### src/rtl/spi_burst_pkg.sv
package spi_burst_pkg;

  localparam int BYTE_W  = 8;
  localparam int PHASE_W = 4;

  typedef enum logic [1:0] {
    ST_IDLE,
    ST_FETCH,
    ST_SHIFT,
    ST_STORE
  } seq_state_e;

  typedef struct packed {
    logic cpha;
    logic cpol;
    logic lsb;
    logic discard;
  } xfer_mode_t;

  // Physical bit position of the n-th bit on the wire.
  function automatic logic [2:0] bit_pos(input logic [2:0] n, input logic lsb);
    return lsb ? n : (3'd7 - n);
  endfunction

  // Half-period index 0..15: even = leading edge, odd = trailing edge.
  function automatic logic is_sample_edge(input logic [PHASE_W-1:0] ph, input logic cpha);
    return ph[0] == cpha;
  endfunction

  // Bit index presented on MOSI after a shifting edge at half-period ph.
  function automatic logic [2:0] shift_index(input logic [PHASE_W-1:0] ph, input logic cpha);
    return cpha ? ph[3:1] : (ph[3:1] + 3'd1);
  endfunction

endpackage

### src/rtl/spi_burst_shift.sv
module spi_burst_shift
  import spi_burst_pkg::*;
(
  input  logic              clk,
  input  logic              rst_n,
  input  logic              tick,
  input  logic              load,
  input  logic [BYTE_W-1:0] load_byte,
  input  logic              cpha,
  input  logic              lsb,
  input  logic              park_level,
  input  logic              miso,
  output logic              sclk,
  output logic              mosi,
  output logic [BYTE_W-1:0] rx_byte,
  output logic              byte_done
);

  localparam logic [PHASE_W-1:0] LAST_PH = PHASE_W'(2 * BYTE_W - 1);

  logic                running;
  logic [PHASE_W-1:0]  phase;
  logic [BYTE_W-1:0]   tx_q;
  logic [BYTE_W-1:0]   rx_q;
  logic                out_bit;
  logic                sclk_q;
  logic                done_q;
  logic                edge_ev;
  logic                last_edge;

  assign edge_ev   = running && tick;
  assign last_edge = edge_ev && (phase == LAST_PH);

  always_ff @(posedge clk or negedge rst_n) begin
    if (!rst_n) begin
      running <= 1'b0;
      phase   <= '0;
      tx_q    <= '0;
      rx_q    <= '0;
      out_bit <= 1'b0;
      sclk_q  <= 1'b0;
      done_q  <= 1'b0;
    end else begin
      done_q <= last_edge;
      if (load) begin
        running <= 1'b1;
        phase   <= '0;
        tx_q    <= load_byte;
        rx_q    <= '0;
        out_bit <= load_byte[bit_pos(3'd0, lsb)];
      end else if (edge_ev) begin
        sclk_q <= ~sclk_q;
        phase  <= phase + 1'b1;
        if (is_sample_edge(phase, cpha))
          rx_q[bit_pos(phase[3:1], lsb)] <= miso;
        else if (phase != LAST_PH)
          out_bit <= tx_q[bit_pos(shift_index(phase, cpha), lsb)];
        if (last_edge)
          running <= 1'b0;
      end else if (!running) begin
        sclk_q <= park_level;
      end
    end
  end

  assign sclk      = sclk_q;
  assign mosi      = out_bit;
  assign rx_byte   = rx_q;
  assign byte_done = done_q;

  AST_SCLK_BACK_AT_IDLE: assert property (@(posedge clk) disable iff (!rst_n)
    $fell(running) |-> (sclk_q == park_level));

  AST_NO_LOAD_IN_FLIGHT: assert property (@(posedge clk) disable iff (!rst_n)
    load |-> !running);

endmodule

### src/rtl/spi_burst_seq.sv
module spi_burst_seq
  import spi_burst_pkg::*;
#(
  parameter int CNT_W = 24
)(
  input  logic              clk,
  input  logic              rst_n,
  input  logic              start,
  input  logic [CNT_W-1:0]  burst_len,
  input  logic [CNT_W-1:0]  tx_len,
  input  xfer_mode_t        mode_in,
  input  logic              tx_empty,
  input  logic [BYTE_W-1:0] tx_data,
  input  logic              rx_full,
  input  logic              byte_done,
  output logic              tx_pop,
  output logic              load,
  output logic [BYTE_W-1:0] load_byte,
  output logic              rx_push,
  output logic              busy,
  output logic              done,
  output xfer_mode_t        mode_q
);

  seq_state_e       state;
  logic [CNT_W-1:0] burst_rem;
  logic [CNT_W-1:0] tx_rem;
  logic             done_q;
  logic             sourced;
  logic             fetch_ok;
  logic             store_ok;
  logic             last_byte;
  logic             accept;

  assign sourced   = (tx_rem != '0);
  assign fetch_ok  = (state == ST_FETCH) && (!sourced || !tx_empty);
  assign store_ok  = (state == ST_STORE) && (mode_q.discard || !rx_full);
  assign last_byte = (burst_rem == CNT_W'(1));
  assign accept    = (state == ST_IDLE) && start;

  assign tx_pop    = fetch_ok && sourced;
  assign load      = fetch_ok;
  assign load_byte = sourced ? tx_data : '0;
  assign rx_push   = store_ok && !mode_q.discard;
  assign busy      = (state != ST_IDLE);
  assign done      = done_q;

  always_ff @(posedge clk or negedge rst_n) begin
    if (!rst_n) begin
      state     <= ST_IDLE;
      burst_rem <= '0;
      tx_rem    <= '0;
      done_q    <= 1'b0;
      mode_q    <= '0;
    end else begin
      unique case (state)
        ST_IDLE: if (accept) begin
          if (burst_len == '0) begin
            done_q <= 1'b1;
          end else begin
            done_q    <= 1'b0;
            mode_q    <= mode_in;
            burst_rem <= burst_len;
            tx_rem    <= tx_len;
            state     <= ST_FETCH;
          end
        end
        ST_FETCH: if (fetch_ok) begin
          if (sourced) tx_rem <= tx_rem - 1'b1;
          state <= ST_SHIFT;
        end
        ST_SHIFT: if (byte_done) state <= ST_STORE;
        ST_STORE: if (store_ok) begin
          burst_rem <= burst_rem - 1'b1;
          if (last_byte) begin
            done_q <= 1'b1;
            state  <= ST_IDLE;
          end else begin
            state  <= ST_FETCH;
          end
        end
        default: state <= ST_IDLE;
      endcase
    end
  end

  AST_POP_HAS_DATA: assert property (@(posedge clk) disable iff (!rst_n)
    tx_pop |-> !tx_empty);

  AST_PUSH_HAS_ROOM: assert property (@(posedge clk) disable iff (!rst_n)
    rx_push |-> !rx_full);

  AST_DONE_ENDS_BUSY: assert property (@(posedge clk) disable iff (!rst_n)
    $rose(done) |-> !busy);

  AST_ZERO_LEN_FINISH: assert property (@(posedge clk) disable iff (!rst_n)
    (!busy && start && (burst_len == '0)) |=> (done && !busy));

  AST_START_IGNORED: assert property (@(posedge clk) disable iff (!rst_n)
    (busy && start && !store_ok) |=> (burst_rem == $past(burst_rem)));

  AST_BYTE_END_IN_SHIFT: assert property (@(posedge clk) disable iff (!rst_n)
    byte_done |-> (state == ST_SHIFT));

endmodule

### src/rtl/spi_burst_cs.sv
module spi_burst_cs #(
  parameter int NUM_CS = 4,
  localparam int CS_W  = $clog2(NUM_CS)
)(
  input  logic              clk,
  input  logic              rst_n,
  input  logic [CS_W-1:0]   cs_sel,
  input  logic              cs_active_high,
  input  logic              cs_manual,
  input  logic              cs_level,
  input  logic              busy,
  output logic [NUM_CS-1:0] cs_o
);

  logic [NUM_CS-1:0] cs_q;

  for (genvar i = 0; i < NUM_CS; i++) begin : g_line
    logic hit;
    logic nxt;
    assign hit = (cs_sel == CS_W'(i));
    always_comb begin
      if (!hit)          nxt = ~cs_active_high;
      else if (cs_manual) nxt = cs_level;
      else if (busy)     nxt = cs_active_high;
      else               nxt = ~cs_active_high;
    end
    always_ff @(posedge clk or negedge rst_n) begin
      if (!rst_n) cs_q[i] <= 1'b1;
      else        cs_q[i] <= nxt;
    end
  end

  assign cs_o = cs_q;

  AST_CS_AT_MOST_ONE: assert property (@(posedge clk) disable iff (!rst_n)
    $countones(cs_q ^ {NUM_CS{~$past(cs_active_high)}}) <= 1);

endmodule

### src/rtl/spi_burst_engine.sv
module spi_burst_engine
  import spi_burst_pkg::*;
#(
  parameter int  CNT_W  = 24,
  parameter int  NUM_CS = 4,
  localparam int CS_W   = $clog2(NUM_CS)
)(
  input  logic              clk,
  input  logic              rst_n,
  input  logic              start,
  input  logic [CNT_W-1:0]  burst_len,
  input  logic [CNT_W-1:0]  tx_len,
  input  logic              mode_cpha,
  input  logic              mode_cpol,
  input  logic              lsb_first,
  input  logic              rx_discard,
  input  logic [CS_W-1:0]   cs_sel,
  input  logic              cs_active_high,
  input  logic              cs_manual,
  input  logic              cs_level,
  input  logic              tick,
  input  logic              tx_empty,
  input  logic [BYTE_W-1:0] tx_data,
  output logic              tx_pop,
  input  logic              rx_full,
  output logic              rx_push,
  output logic [BYTE_W-1:0] rx_data,
  output logic              sclk,
  output logic              mosi,
  input  logic              miso,
  output logic [NUM_CS-1:0] cs_o,
  output logic              busy,
  output logic              done
);

  xfer_mode_t        mode_in;
  xfer_mode_t        mode_q;
  logic              load;
  logic [BYTE_W-1:0] load_byte;
  logic              byte_done;
  logic              park_level;

  assign mode_in    = '{cpha: mode_cpha, cpol: mode_cpol, lsb: lsb_first, discard: rx_discard};
  assign park_level = busy ? mode_q.cpol : mode_cpol;

  spi_burst_seq #(.CNT_W(CNT_W)) u_seq (
    .clk       (clk),
    .rst_n     (rst_n),
    .start     (start),
    .burst_len (burst_len),
    .tx_len    (tx_len),
    .mode_in   (mode_in),
    .tx_empty  (tx_empty),
    .tx_data   (tx_data),
    .rx_full   (rx_full),
    .byte_done (byte_done),
    .tx_pop    (tx_pop),
    .load      (load),
    .load_byte (load_byte),
    .rx_push   (rx_push),
    .busy      (busy),
    .done      (done),
    .mode_q    (mode_q)
  );

  spi_burst_shift u_shift (
    .clk        (clk),
    .rst_n      (rst_n),
    .tick       (tick),
    .load       (load),
    .load_byte  (load_byte),
    .cpha       (mode_q.cpha),
    .lsb        (mode_q.lsb),
    .park_level (park_level),
    .miso       (miso),
    .sclk       (sclk),
    .mosi       (mosi),
    .rx_byte    (rx_data),
    .byte_done  (byte_done)
  );

  spi_burst_cs #(.NUM_CS(NUM_CS)) u_cs (
    .clk            (clk),
    .rst_n          (rst_n),
    .cs_sel         (cs_sel),
    .cs_active_high (cs_active_high),
    .cs_manual      (cs_manual),
    .cs_level       (cs_level),
    .busy           (busy),
    .cs_o           (cs_o)
  );

  AST_NO_EDGE_WHEN_IDLE: assert property (@(posedge clk) disable iff (!rst_n)
    (!busy && $past(!busy)) |-> $stable(sclk) || (sclk == mode_cpol));

endmodule

### config.mk
export PLATFORM = sky130hd
export DESIGN_NAME = spi_burst_engine
export DESIGN_NICKNAME = d
export VERILOG_FILES = /design/src/rtl/spi_burst_pkg.sv /design/src/rtl/spi_burst_shift.sv /design/src/rtl/spi_burst_seq.sv /design/src/rtl/spi_burst_cs.sv /design/src/rtl/spi_burst_engine.sv
export SDC_FILE = /design/constraint.sdc
export NUM_CORES = 1
export LEC_CHECK = 0
export BUFFER_PORTS_ARGS = -buffer_cell sky130_fd_sc_hd__buf_2
export CAP_MARGIN = 20
export CELL_PAD_IN_SITES_DETAIL_PLACEMENT = 0
export CELL_PAD_IN_SITES_GLOBAL_PLACEMENT = 1
export CORE_UTILIZATION = 30
export DETAILED_ROUTE_END_ITERATION = 8
export HOLD_SLACK_MARGIN = 0.02
export PLACE_DENSITY_LB_ADDON = 0.1
export SKIP_LAST_GASP = 1
export SYNTH_ARGS = -nofsm -noshare
export SYNTH_HDL_FRONTEND = slang
export SYNTH_SLANG_ARGS = --single-unit
### constraint.sdc
create_clock -name clk -period 3.2 [get_ports clk]
set_clock_uncertainty 0.2 [all_clocks]
set_input_delay 0.16 -clock clk [delete_from_list [all_inputs] [get_ports clk]]
set_output_delay 0.16 -clock clk [all_outputs]
set_load 0.02 [all_outputs]
* Yosys cells after proc, flatten, opt, wreduce, memory -nomap -nowiden
Index checks and enable logic that the tools add are counted.
** Word-level totals
- Register bits after elaboration :: 83
- Latch bits :: 0
- Bits in writable memories :: 0
- Bits in read-only memories :: 0
- Output and inout port bits :: 18
- Logic and storage cells :: 140
- Memories kept :: 0
** Operators by class
- $add $sub $neg :: 6
- $mul :: 0
- Div/mod/pow operators :: 0
- Magnitude comparators :: 4
- Equal/unequal tests :: 19
- Shift-type cells :: 0
- Mux-type cells :: 54
- Bitwise gates (word level) :: 4
- Reductions and logical operators :: 34
** Operator list (count)
- $mux 24 :: 7
- $pmux 24 s2 :: 2
- $sub 24x1->24 const B :: 2
- $mux 8 :: 4
- $eq 24x1->1 const B :: 1
- $logic_not 24->1 :: 1
- $mux 1 :: 24
- $reduce_bool 24->1 :: 1
- $reduce_bool 2->1 :: 7
- $lt 3x4->1 const B :: 3
- $mux 3 :: 4
- $ne 2x1->1 const B :: 6
- $mux 2 :: 5
- $reduce_and 5->1 :: 2
- $bwmux 8 :: 1
- $eq 2x2->1 const B :: 4
- $logic_and 1x1->1 :: 8
- $mux 4 :: 2
- $pmux 2 s4 :: 1
- $reduce_and 4->1 :: 2
- $bmux 1 s3 :: 2
- $ne 2x2->1 const B :: 3
- $reduce_and 2->1 :: 3
- $reduce_and 3->1 :: 2
- 14 further kinds :: 24

* Depth between registers and ports, before layout
Gate-level depths: netlist (run 1).
- Word-level depth :: 10
- Mapped depth :: 10
- Mapped depth without buffers :: 7

* Hierarchy
Synthesis (run 1) repeated with hierarchy kept, for this count alone.
** Second synthesis, totals
- Cell total of the unflattened synthesis :: 600
- Area, all modules :: 5366.4 um^2
** Modules (own cells, without submodules)
- spi_burst_seq :: instances 1, cells each 429, area an instance 3693.5 um^2, sequential area each 1376.3 um^2
- spi_burst_shift :: instances 1, cells each 147, area an instance 1415.1 um^2, sequential area each 600.6 um^2
- spi_burst_cs :: instances 1, cells each 23, area an instance 242.7 um^2, sequential area each 105.1 um^2
- spi_burst_engine :: instances 1, cells each 1, area an instance 15.0 um^2, sequential area each 0.0 um^2

* Worst setup path after synthesis (run 1)
Ideal clock, no wire load.
- Kind :: register to register
- Start :: reg u_seq.tx_rem[6]
- End :: reg u_seq.tx_rem[15]
- Data arrival time :: 2168 ps
- Data required time :: 2863 ps
- Path slack :: 694 ps
- Cell stages (with the launch flop) :: 7
- Buffers on the path :: 1
- Clock period less this slack :: 2506 ps
- Path through :: dfrtp_1 buf_6 or4_1 or4_1 or4_1 o21ai_1 a21oi_1
** Between the ends
- Word-level cells in the longest chain between the ends :: 6
** RTL lines
- start, declared :: RTL line spi_burst_seq.sv:27 : logic [CNT_W-1:0] tx_rem;
- start signal, assigned :: RTL line spi_burst_seq.sv:64 : tx_rem <= tx_len;
- start signal, assigned :: RTL line spi_burst_seq.sv:69 : if (sourced) tx_rem <= tx_rem - 1'b1;
- branches (longest 6 deep; another with $sub 24x1->24)
Parallel ways; which one is timed is not known. The select of a mux whose other input is x is not followed.
A chain may end at the register's enable or synchronous reset.

* Final worst setup path (run 1)
- Start :: in burst_len[22]
- End :: reg u_seq.burst_rem[15]
** Between the ends
- Word-level cells in the longest chain between the ends :: 3
** RTL lines
- start, declared :: RTL line spi_burst_engine.sv:11 : input logic [CNT_W-1:0] burst_len,
- $logic_not 24->1 :: RTL line spi_burst_seq.sv:58 : if (burst_len == '0) begin
- $ne 2x2->1 (no line)
- $reduce_and 4->1 (no line)
- end signal, assigned :: RTL line spi_burst_seq.sv:63 : burst_rem <= burst_len;
- end signal, assigned :: RTL line spi_burst_seq.sv:74 : burst_rem <= burst_rem - 1'b1;
- end, declared :: RTL line spi_burst_seq.sv:26 : logic [CNT_W-1:0] burst_rem;
Every way passes these cells.

==> flow_metrics.tcl, run 1 <==
set metrics [dict create \
    h-tree-depth 3 \
    grt_remaining_overflow 0 \
    yosys_register_bits 83 \
    crit_slowest_cell "o31a_1" \
    avgViaCountPerCell 5.521 \
    ant_nets 0 \
    cts_tree "done" \
    critPathMaxStageDelay_ns 0.70 \
    rsz0062_at_grt "false" \
    nets 842 \
    drv_slew 0 \
    dieArea_um2 18190 \
    ys_seq_area_share_pct 39.32 \
    synthDistinctLibCells 69 \
    syn_avg_cell_area_um2 8.638 \
    hold_path.class "input pin to register" \
    async_flop_share_pct 100.0 \
    hold_viol 0 \
    route.vias.total 5477 \
    p_sw_share_pct 43.92 \
    cp-end-kind "register" \
    syn2layout_area_growth_pct 33.48 \
    first_global_vias 5317 \
    final_area_um2 7068 \
    path_class "input pin to register" \
    clock_sink_count 83 \
    placed_cell_area_um2 6030 \
    setup_tns_ns 0 \
    fp-row-count 48 \
    min_period_over_period_pct 88.97 \
    grt_usage_pct 19.37 \
    yosys_warnings 0 \
    wl_per_cell_um 17.33 \
    drcViolationCount 0 \
    p_sw_mw 2.819 \
    critical-path-top-delay-family "simple AND/OR/NAND/NOR gates" \
    cts_setup_buffers 0 \
    pin_count 90 \
    max_freq_mhz 351.2 \
    final-setup-viol-count 0 \
    drive_above_1_share_pct 20.63 \
    insertion_delay_ns 0.35 \
    clockBufferDepth 2 \
    p_seq_share_pct 32.3 \
    postSynthCellCount 613 \
    p_clk_share_pct 18.3 \
    grt_pass1_wl_um 27530 \
    arrival_ns 2.87 \
    wirelength_um 17190 \
    filler_cell_count 1743 \
    final_util_pct 41.01 \
    worst_pin_slew_ns 0.9880 \
    syn_area_um2 5295 \
    start_util_pct 30.72 \
    intPower_mw 3.600 \
    drt_iter0_drc 335 \
    port-buffer-count 89 \
    cts_buffers 9 \
    crit_buf_inv 2 \
    die_w_um 134.9 \
    clk_pin_slew_worst_paths_ns 0.06 \
    layout_commonest_cell "buf_2" \
    dp_hpwl_um 11770 \
    crit_fanout 19 \
    p_comb_share_pct 49.3 \
    period_minus_slack_ns 2.847 \
    antenna_found_initial 1 \
    critPathLaunchType "input pin" \
    die_h_um 134.9 \
    slew_headroom_pct 33.89 \
    cts-root-buf "clkbuf_16" \
    routabilityCongestion 0.7922 \
    maxCapViolations 0 \
    final_cell_mix "88 x buf_2, 79 x dfrtp_1, 70 x dlygate4sd3_1" \
    power.density_nw_per_um2 908.2 \
    rrSetupSlack_ns 0.46 \
    p_leak_nw 2.897 \
    synth_edf_count 0 \
    cp.required_ns 3.22 \
    syn_nets 694 \
    irDropWorstVdd_mv 0.4204 \
    drtPass1Iterations 5 \
    status "finished clean" \
    crit_chain "dlygate4sd3_1 > buf_2 > nor4_1 > nand4_1 > o31a_1 > a32oi_1 > nand3_1" \
    grt_max_degree 54 \
    ys.flop_type "dfrtp_1" \
    core_area_um2 17240 \
]
[synthesized netlist by cell type (11+ instances only)]
| cell type | instances | area [um^2] |
|---|---|---|
| nor2_1 | 41 | 153.9 |
| inv_1 | 16 | 60.06 |
| nor3_1 | 21 | 105.1 |
| dfrtp_1 | 79 | 1977 |
| nand3_1 | 36 | 180.2 |
| clkbuf_1 | 35 | 131.4 |
| a31oi_1 | 12 | 75.07 |
| nor4_1 | 27 | 168.9 |
| o22ai_1 | 14 | 87.58 |
| a21oi_1 | 34 | 170.2 |
| o21ai_0 | 25 | 125.1 |
| nand2_1 | 64 | 240.2 |
| or3_1 | 11 | 68.82 |
[area by class of cell]
class	instances	area (um^2)	area share, %
well taps	225	281.5	3.983
inverters	16	60.06	0.8497
clock buffers	12	256.5	3.629
repair buffers	179	1311	18.55
multi-input cells	472	3002	42.47
flip-flops and latches	83	2082	29.46
clock inverters	4	72.57	1.027
diodes	1	2.502	0.03540
[state kept, by name, summed over array words and instances, names as in the netlist]
name	flops
u_seq.burst_rem	24
u_seq.done	1
u_shift.tx_q	8
u_shift.byte_done	1
u_cs.cs_o	4
u_shift.running	1
u_seq.mode_q	4
u_shift.mosi	1
u_shift.rx_byte	8
u_seq.tx_rem	24
u_shift.phase	4
u_seq.state	2
u_shift.sclk	1
[power groups by stage]
stage / clock [mW] / combinational [mW] / sequential [mW]
4_1_cts: 1.21 / 3.19 / 2.06
3_5_place_dp: 0 / 3.12 / 2.08
3_3_place_gp: 0 / 3.06 / 2.07
5_1_grt: 1.25 / 3.50 / 2.17
2_1_floorplan: 0 / 2.27 / 1.96
6_report: 1.18 / 3.17 / 2.08
[worst paths after layout]
path,start,to,cells past startpoint
setup / recovery,burst_len[22],u_seq.burst_rem[15]$_DFFE_PN0P_,7
hold / removal,tx_len[2],u_seq.tx_rem[2]$_DFFE_PN0P_,4
setup reg to reg,u_seq.tx_rem[0]$_DFFE_PN0P_,u_seq.tx_rem[15]$_DFFE_PN0P_,8
hold reg to reg,u_shift.tx_q[4]$_DFFE_PN0N_,u_shift.tx_q[4]$_DFFE_PN0N_,1
max in group asynchronous,rst_n,u_cs.cs_o[2]$_DFF_PN1_,3
min in group asynchronous,rst_n,u_seq.burst_rem[22]$_DFFE_PN0P_,2
[metrics by stage]
stage	instances	hold slack (ns)	worst slack (ns)	power, mW
finish	992	0.1153	0.3528	6.420
global route	992	0.1411	0.08715	6.914
CTS	991	0.1098	0.1518	6.465
detailed placement	905	0.07370	0.4582	5.192
global placement	905	0.07352	0.4574	5.137
floorplan	613	-0.3356	0.6943	4.225
[worst min-delay path, cell delays in order]
cell and delay, ns:
buf_2 0.10, inv_1 0.06, o32ai_1 0.09, a211o_1 0.22
[metal layers]
metal  up-vias  part of all wire (%)  global-route usage [%]
li1       2634                     -                       -
met1      2667                    47                   26.11
met2       154                    46                   31.10
met3        22                   4.2                   2.665
met4         0                   2.1                   8.115
met5         -                     0                       0
[cell families (layout without fill, tap and decap cells)]
kind of cell,count (synthesis),after routing,share of synthesized area (%)
muxes,15,15,3.474
DFF,83,83,39.32
AOI/OAI and AO/OA,179,179,23.72
xor gates and xnor gates,9,9,1.489
adders and majority gates,9,9,2.127
other,0,1,0
buffers and inverters,58,211,4.371
and+or+nand+nor,260,260,25.50
[timing repair]
action / 4_1_cts / 5_1_grt
hold endpoints to repair: 123 / 0
endpoints found under the setup margin: 0 / 1
gates resized for setup: 0 / 1
hold buffers: 70 / 0
No activity file was read; power rests on OpenSTA's default activity.
==> inputs of run 2 (changes only) <==
==> constraint.sdc (replaced) <==
create_clock -name clk -period 3 [get_ports clk]
set_clock_uncertainty 0.2 [all_clocks]
set_input_delay 0.15 -clock clk [delete_from_list [all_inputs] [get_ports clk]]
set_output_delay 0.15 -clock clk [all_outputs]
set_load 0.02 [all_outputs]
==> run 2 against run 1 <==
Final cell count grew 0.40%. Combinational power up 7.9%. Worst hold slack got worse by 0.045 ns. Worst setup slack worse by 0.12 ns. Routed wire length up 0.62%. Register-to-register slack got worse by 0.17 ns. Via count is 0.68% higher. Clock power is 3% lower.
==> flow_metrics.tcl, run 2 (synthesis gave the netlist of run 1 again) <==
set metrics [dict create \
    layout_commonest_cell "buf_2" \
    holdPathEnd "u_cs.cs_o[0]$_DFF_PN1_" \
    hold_viol 0 \
    drv_slew 0 \
    final-setup-viol-count 0 \
    multiInputGateArea_um2 2995 \
    p_leak_nw 2.907 \
    n_antenna_cell 0 \
    final_cells 996 \
    critPathMaxStageDelay_ns 0.63 \
    cts-root-buf "clkbuf_16" \
    grt_pass1_wl_um 28220 \
    status "finished clean" \
    slew_headroom_pct 27.95 \
    crit_fanout 8 \
    reg2regPathDepth 5 \
    core_area_um2 17240 \
    period_minus_slack_ns 2.771 \
    seqCellArea_um2 2082 \
    min_period_over_period_pct 92.36 \
    drcViolationCount 0 \
    use_met1_pct 26.61 \
    largestRegisters "u_seq.burst_rem (24), u_seq.tx_rem (24)" \
    clk_pin_slew_worst_paths_ns 0.06 \
    clock_sink_count 83 \
    rrSetupSlack_ns 0.29 \
    drtPass1Iterations 5 \
    critPathLaunchType "input pin" \
    dp_hpwl_um 11630 \
    hold_path.class "input pin to register" \
    final_area_um2 7077 \
    cts_setup_buffers 0 \
    cp-end-kind "register" \
    ant_nets 0 \
    reg2reg_from "u_seq.tx_rem[6]$_DFFE_PN0P_" \
    fp-row-count 48 \
    die_w_um 134.9 \
    arrival_ns 2.83 \
    worst_slack_ns 0.2291 \
    grt_remaining_overflow 0 \
    antenna_found_initial 0 \
    start_util_pct 30.72 \
    cts_buffers 9 \
    rsz0062_at_grt "false" \
    nets 847 \
    h-tree-depth 3 \
    setup_tns_ns 0 \
    wirelength_um 17300 \
    routabilityCongestion 0.7554 \
    crit_chain "dlygate4sd3_1 > buf_2 > nor4_1 > nand4_1 > buf_4 > o211ai_1 > o32ai_1 > nor3_1" \
    use_met2_pct 31.90 \
    power.density_nw_per_um2 958.2 \
    drive_above_1_share_pct 20.88 \
    irDropWorstVdd_mv 0.5234 \
    hold_path_depth 4 \
    drt_iter0_drc 351 \
    dp_slack_ns 0.3384 \
    path_class "input pin to register" \
    grt.busiest_layer "met2" \
    maxCapViolations 0 \
    clockBufferDepth 2 \
    min_from "cs_manual" \
    pin_count 90 \
    whs_ns 0.07002 \
    final_cell_mix "88 x buf_2, 79 x dfrtp_1, 70 x dlygate4sd3_1" \
    avgViaCountPerCell 5.536 \
    cts_tree "done" \
    place_inst 910 \
    wl_per_cell_um 17.37 \
    worst_pin_slew_ns 1.077 \
    first_global_vias 5449 \
    max_freq_mhz 360.9 \
    cp.required_ns 3.06 \
    port-buffer-count 89 \
    r2r_end "u_seq.tx_rem[19]$_DFFE_PN0P_" \
    placed_cell_area_um2 6080 \
    grt_max_degree 84 \
    dieArea_um2 18190 \
    insertion_delay_ns 0.35 \
    grt_use_met3_pct 2.703 \
    syn2layout_area_growth_pct 33.65 \
    crit_slowest_cell "o211ai_1" \
    filler_cell_count 1754 \
    grt_usage_pct 19.70 \
    route.vias.total 5514 \
    die_h_um 134.9 \
]
[run 2: timing repair]
action,4_1_cts,5_1_grt
hold buffers,70,0
gates resized for setup,0,0
endpoints found under the hold margin,156,0
[run 2: per-stage QoR]
| step | util [%] | total power, mW |
|---|---|---|
| floorplan | - | 4.507 |
| global placement | 35.27 | 5.501 |
| detailed placement | 35.27 | 5.584 |
| CTS | 41.06 | 6.833 |
| global route | 41.06 | 7.321 |
| finish | 41.06 | 6.781 |
[run 2: layout make-up]
| type | instances | share of cell area, % |
|---|---|---|
| Clock inverter | 4 | 0.7072 |
| Multi-Input combinational cell | 472 | 42.33 |
| Tap cell | 225 | 3.978 |
| Sequential cell | 83 | 29.42 |
| Clock buffer | 12 | 3.483 |
| Timing Repair Buffer | 184 | 19.24 |
| Inverter | 16 | 0.8487 |
[run 2: how the worst max path moves through the flow]
stage                                      startpoint                            to  depth (start not counted)
final                                   burst_len[22]   u_seq.tx_rem[3]$_DFFE_PN0P_                          8
after floorplan           u_seq.tx_rem[6]$_DFFE_PN0P_  u_seq.tx_rem[15]$_DFFE_PN0P_                          6
after CTS                               burst_len[22]   u_seq.tx_rem[3]$_DFFE_PN0P_                          8
after global routing       u_seq.state[0]$_DFFE_PN0P_   u_seq.tx_rem[6]$_DFFE_PN0P_                          7
after detailed placement   u_seq.state[0]$_DFFE_PN0P_   u_seq.tx_rem[6]$_DFFE_PN0P_                          7
after global placement    u_seq.tx_rem[6]$_DFFE_PN0P_  u_seq.tx_rem[15]$_DFFE_PN0P_                          5
[run 2: metal layers]
metal  share of wire, %  vias to the layer above
li1                   -                     2640
met1                 47                     2717
met2                 48                      138
met3                3.8                       19
met4                2.0                        0
met5                  0                        -
[run 2: worst max-delay path, delay by kind of cell]
family / cells / cell delay, ns
buf+inv: 3 / 0.89
compound gates: 2 / 0.83
simple gates: 3 / 0.95
[run 2: where the power goes]
part	switching [mW]	total [mW]	internal, mW
Combinational	1.95	3.42	1.47
Sequential	0.595	2.22	1.63
Clock	0.470	1.14	0.667
==> inputs of run 3 (changes only) <==
--- a/config.mk
+++ b/config.mk
@@ -10,6 +10,7 @@
 export CELL_PAD_IN_SITES_DETAIL_PLACEMENT = 0
 export CELL_PAD_IN_SITES_GLOBAL_PLACEMENT = 1
 export CORE_UTILIZATION = 30
+export CTS_BUF_LIST = sky130_fd_sc_hd__clkbuf_2 sky130_fd_sc_hd__clkbuf_4 sky130_fd_sc_hd__clkbuf_8
 export DETAILED_ROUTE_END_ITERATION = 8
 export HOLD_SLACK_MARGIN = 0.02
 export PLACE_DENSITY_LB_ADDON = 0.1
==> run 3 against run 2 <==
Combinational power hardly changed. Global-route usage hardly changed. Register-to-register slack is essentially flat. Routed wire length is essentially flat. Clock-buffer cell count did not move. Power down 4.1%. Sequential power hardly changed. Sequential cell count stayed put. Utilization down 0.43 points. Worst setup slack worse by 0.0043 ns. Clock power is 24% lower.
==> flow_metrics.tcl, run 3 (synthesis gave the netlist of run 1 again) <==
set metrics [dict create \
    status "finished clean" \
    drtPass1Iterations 5 \
    avgViaCountPerCell 5.543 \
    min_from "tx_len[2]" \
    crit_slowest_cell "o211ai_1" \
    placed_cell_area_um2 6080 \
    antenna_found_initial 0 \
    final_cell_mix "88 x buf_2, 79 x dfrtp_1, 72 x dlygate4sd3_1" \
    routabilityCongestion 0.7554 \
    p_leak_nw 2.876 \
    route.vias.total 5532 \
    grt_pass1_wl_um 28220 \
    hold_path.class "input pin to register" \
    filler_cell_count 1763 \
    dp_hpwl_um 11630 \
    start_util_pct 30.72 \
    seqCellArea_um2 2082 \
    drive_above_1_share_pct 21.09 \
    final_cells 998 \
    port-buffer-count 89 \
    period_minus_slack_ns 2.775 \
    insertion_delay_ns 0.37 \
    hold_viol 0 \
    largestRegisters "u_seq.burst_rem (24), u_seq.tx_rem (24)" \
    cp.required_ns 3.08 \
    place_inst 910 \
    final-setup-viol-count 0 \
    layout_commonest_cell "buf_2" \
    critical-path-top-delay-family "simple AND/OR/NAND/NOR gates" \
    cts_tree "done" \
    clockBufferDepth 2 \
    clock_sink_count 83 \
    worst_pin_slew_ns 1.017 \
    nets 849 \
    syn2layout_area_growth_pct 32.25 \
    max_freq_mhz 360.3 \
    final_area_um2 7003 \
    h-tree-depth 3 \
    maxCapViolations 0 \
    min_period_over_period_pct 92.51 \
    grt_remaining_overflow 0 \
    path_class "input pin to register" \
    irDropWorstVdd_mv 0.5232 \
    drt_iter0_drc 328 \
    core_area_um2 17240 \
    drv_slew 0 \
    grt_max_degree 84 \
    setup_tns_ns 0 \
    crit_chain "dlygate4sd3_1 > buf_2 > nor4_1 > nand4_1 > buf_4 > o211ai_1 > o32ai_1 > nor3_1" \
    cp-end-kind "register" \
    cts_buffers 9 \
    cts_setup_buffers 0 \
    clk_pin_slew_worst_paths_ns 0.08 \
    pin_count 90 \
    die_w_um 134.9 \
    slew_headroom_pct 31.97 \
    drcViolationCount 0 \
    n_antenna_cell 0 \
    grt_usage_pct 19.73 \
    crit_start "burst_len[22]" \
    multiInputGateArea_um2 2995 \
    cts-root-buf "clkbuf_8" \
    critPathMaxStageDelay_ns 0.63 \
    wl_per_cell_um 17.32 \
    reg2reg_from "u_seq.tx_rem[6]$_DFFE_PN0P_" \
    rsz0062_at_grt "false" \
    crit_buf_inv 3 \
    critPathLaunchType "input pin" \
    power.density_nw_per_um2 928.2 \
    arrival_ns 2.86 \
    crit_fanout 8 \
    fp-row-count 48 \
    holdBufCountCts 72 \
    wirelength_um 17280 \
    cts_resized 0 \
    dieArea_um2 18190 \
    die_h_um 134.9 \
    first_global_vias 5442 \
    ant_nets 0 \
    finalPower_mw 6.500 \
]
## run 3: worst paths after layout
kind | to | slack [ns] | cells past startpoint
worst min-delay path | u_seq.tx_rem[2]$_DFFE_PN0P_ | 0.05 | 4
worst min register to register | u_shift.tx_q[7]$_DFFE_PN0N_ | 0.30 | 1
worst max-delay path | u_seq.tx_rem[3]$_DFFE_PN0P_ | 0.22 | 8
worst max register to register | u_seq.tx_rem[19]$_DFFE_PN0P_ | 0.29 | 5
max in group asynchronous | u_cs.cs_o[0]$_DFF_PN1_ | 2.07 | 3
min in group asynchronous | u_seq.burst_rem[21]$_DFFE_PN0P_ | 0.14 | 3
## run 3: power breakdown
| group | internal, mW | switching, mW | total, mW |
|---|---|---|---|
| clock network | 0.425 | 0.436 | 0.862 |
| logic | 1.48 | 1.94 | 3.42 |
| registers | 1.63 | 0.598 | 2.22 |
## run 3: through the flow
stage | util [%] | worst slack [ns] | hold slack [ns]
2_1_floorplan | - | 0.4943 | -0.3456
3_3_place_gp | 35.27 | 0.3750 | 0.03598
3_5_place_dp | 35.27 | 0.3384 | 0.03829
4_1_cts | 40.63 | 0.2973 | 0.02781
5_1_grt | 40.63 | 0.04510 | 0.06758
6_report | 40.63 | 0.2248 | 0.05372
## run 3: layout make-up
cell class / count / share of cell area, %
clock buffer: 12 / 2.180
clock inverter: 4 / 0.7147
inverter: 16 / 0.8576
multi-input combinational: 472 / 42.77
sequential: 83 / 29.73
tap: 225 / 4.020
timing repair buffer: 186 / 19.72
## run 3: worst register-to-register path, stage by stage (launching register included)
cell and delay, ns:
dfrtp_1 0.49, or4_1 0.57, or3_1 0.54, or3_4 0.40
a211oi_2 0.26, a2bb2oi_1 0.17
## run 3: per-layer routing
layer | vias up | GRT usage (%) | wire, um
met4 | 0 | 7.740 | 323
li1 | 2642 | - | -
met2 | 136 | 31.96 | 8233
met3 | 18 | 2.553 | 650
met5 | - | 0 | 0
met1 | 2736 | 26.66 | 8075
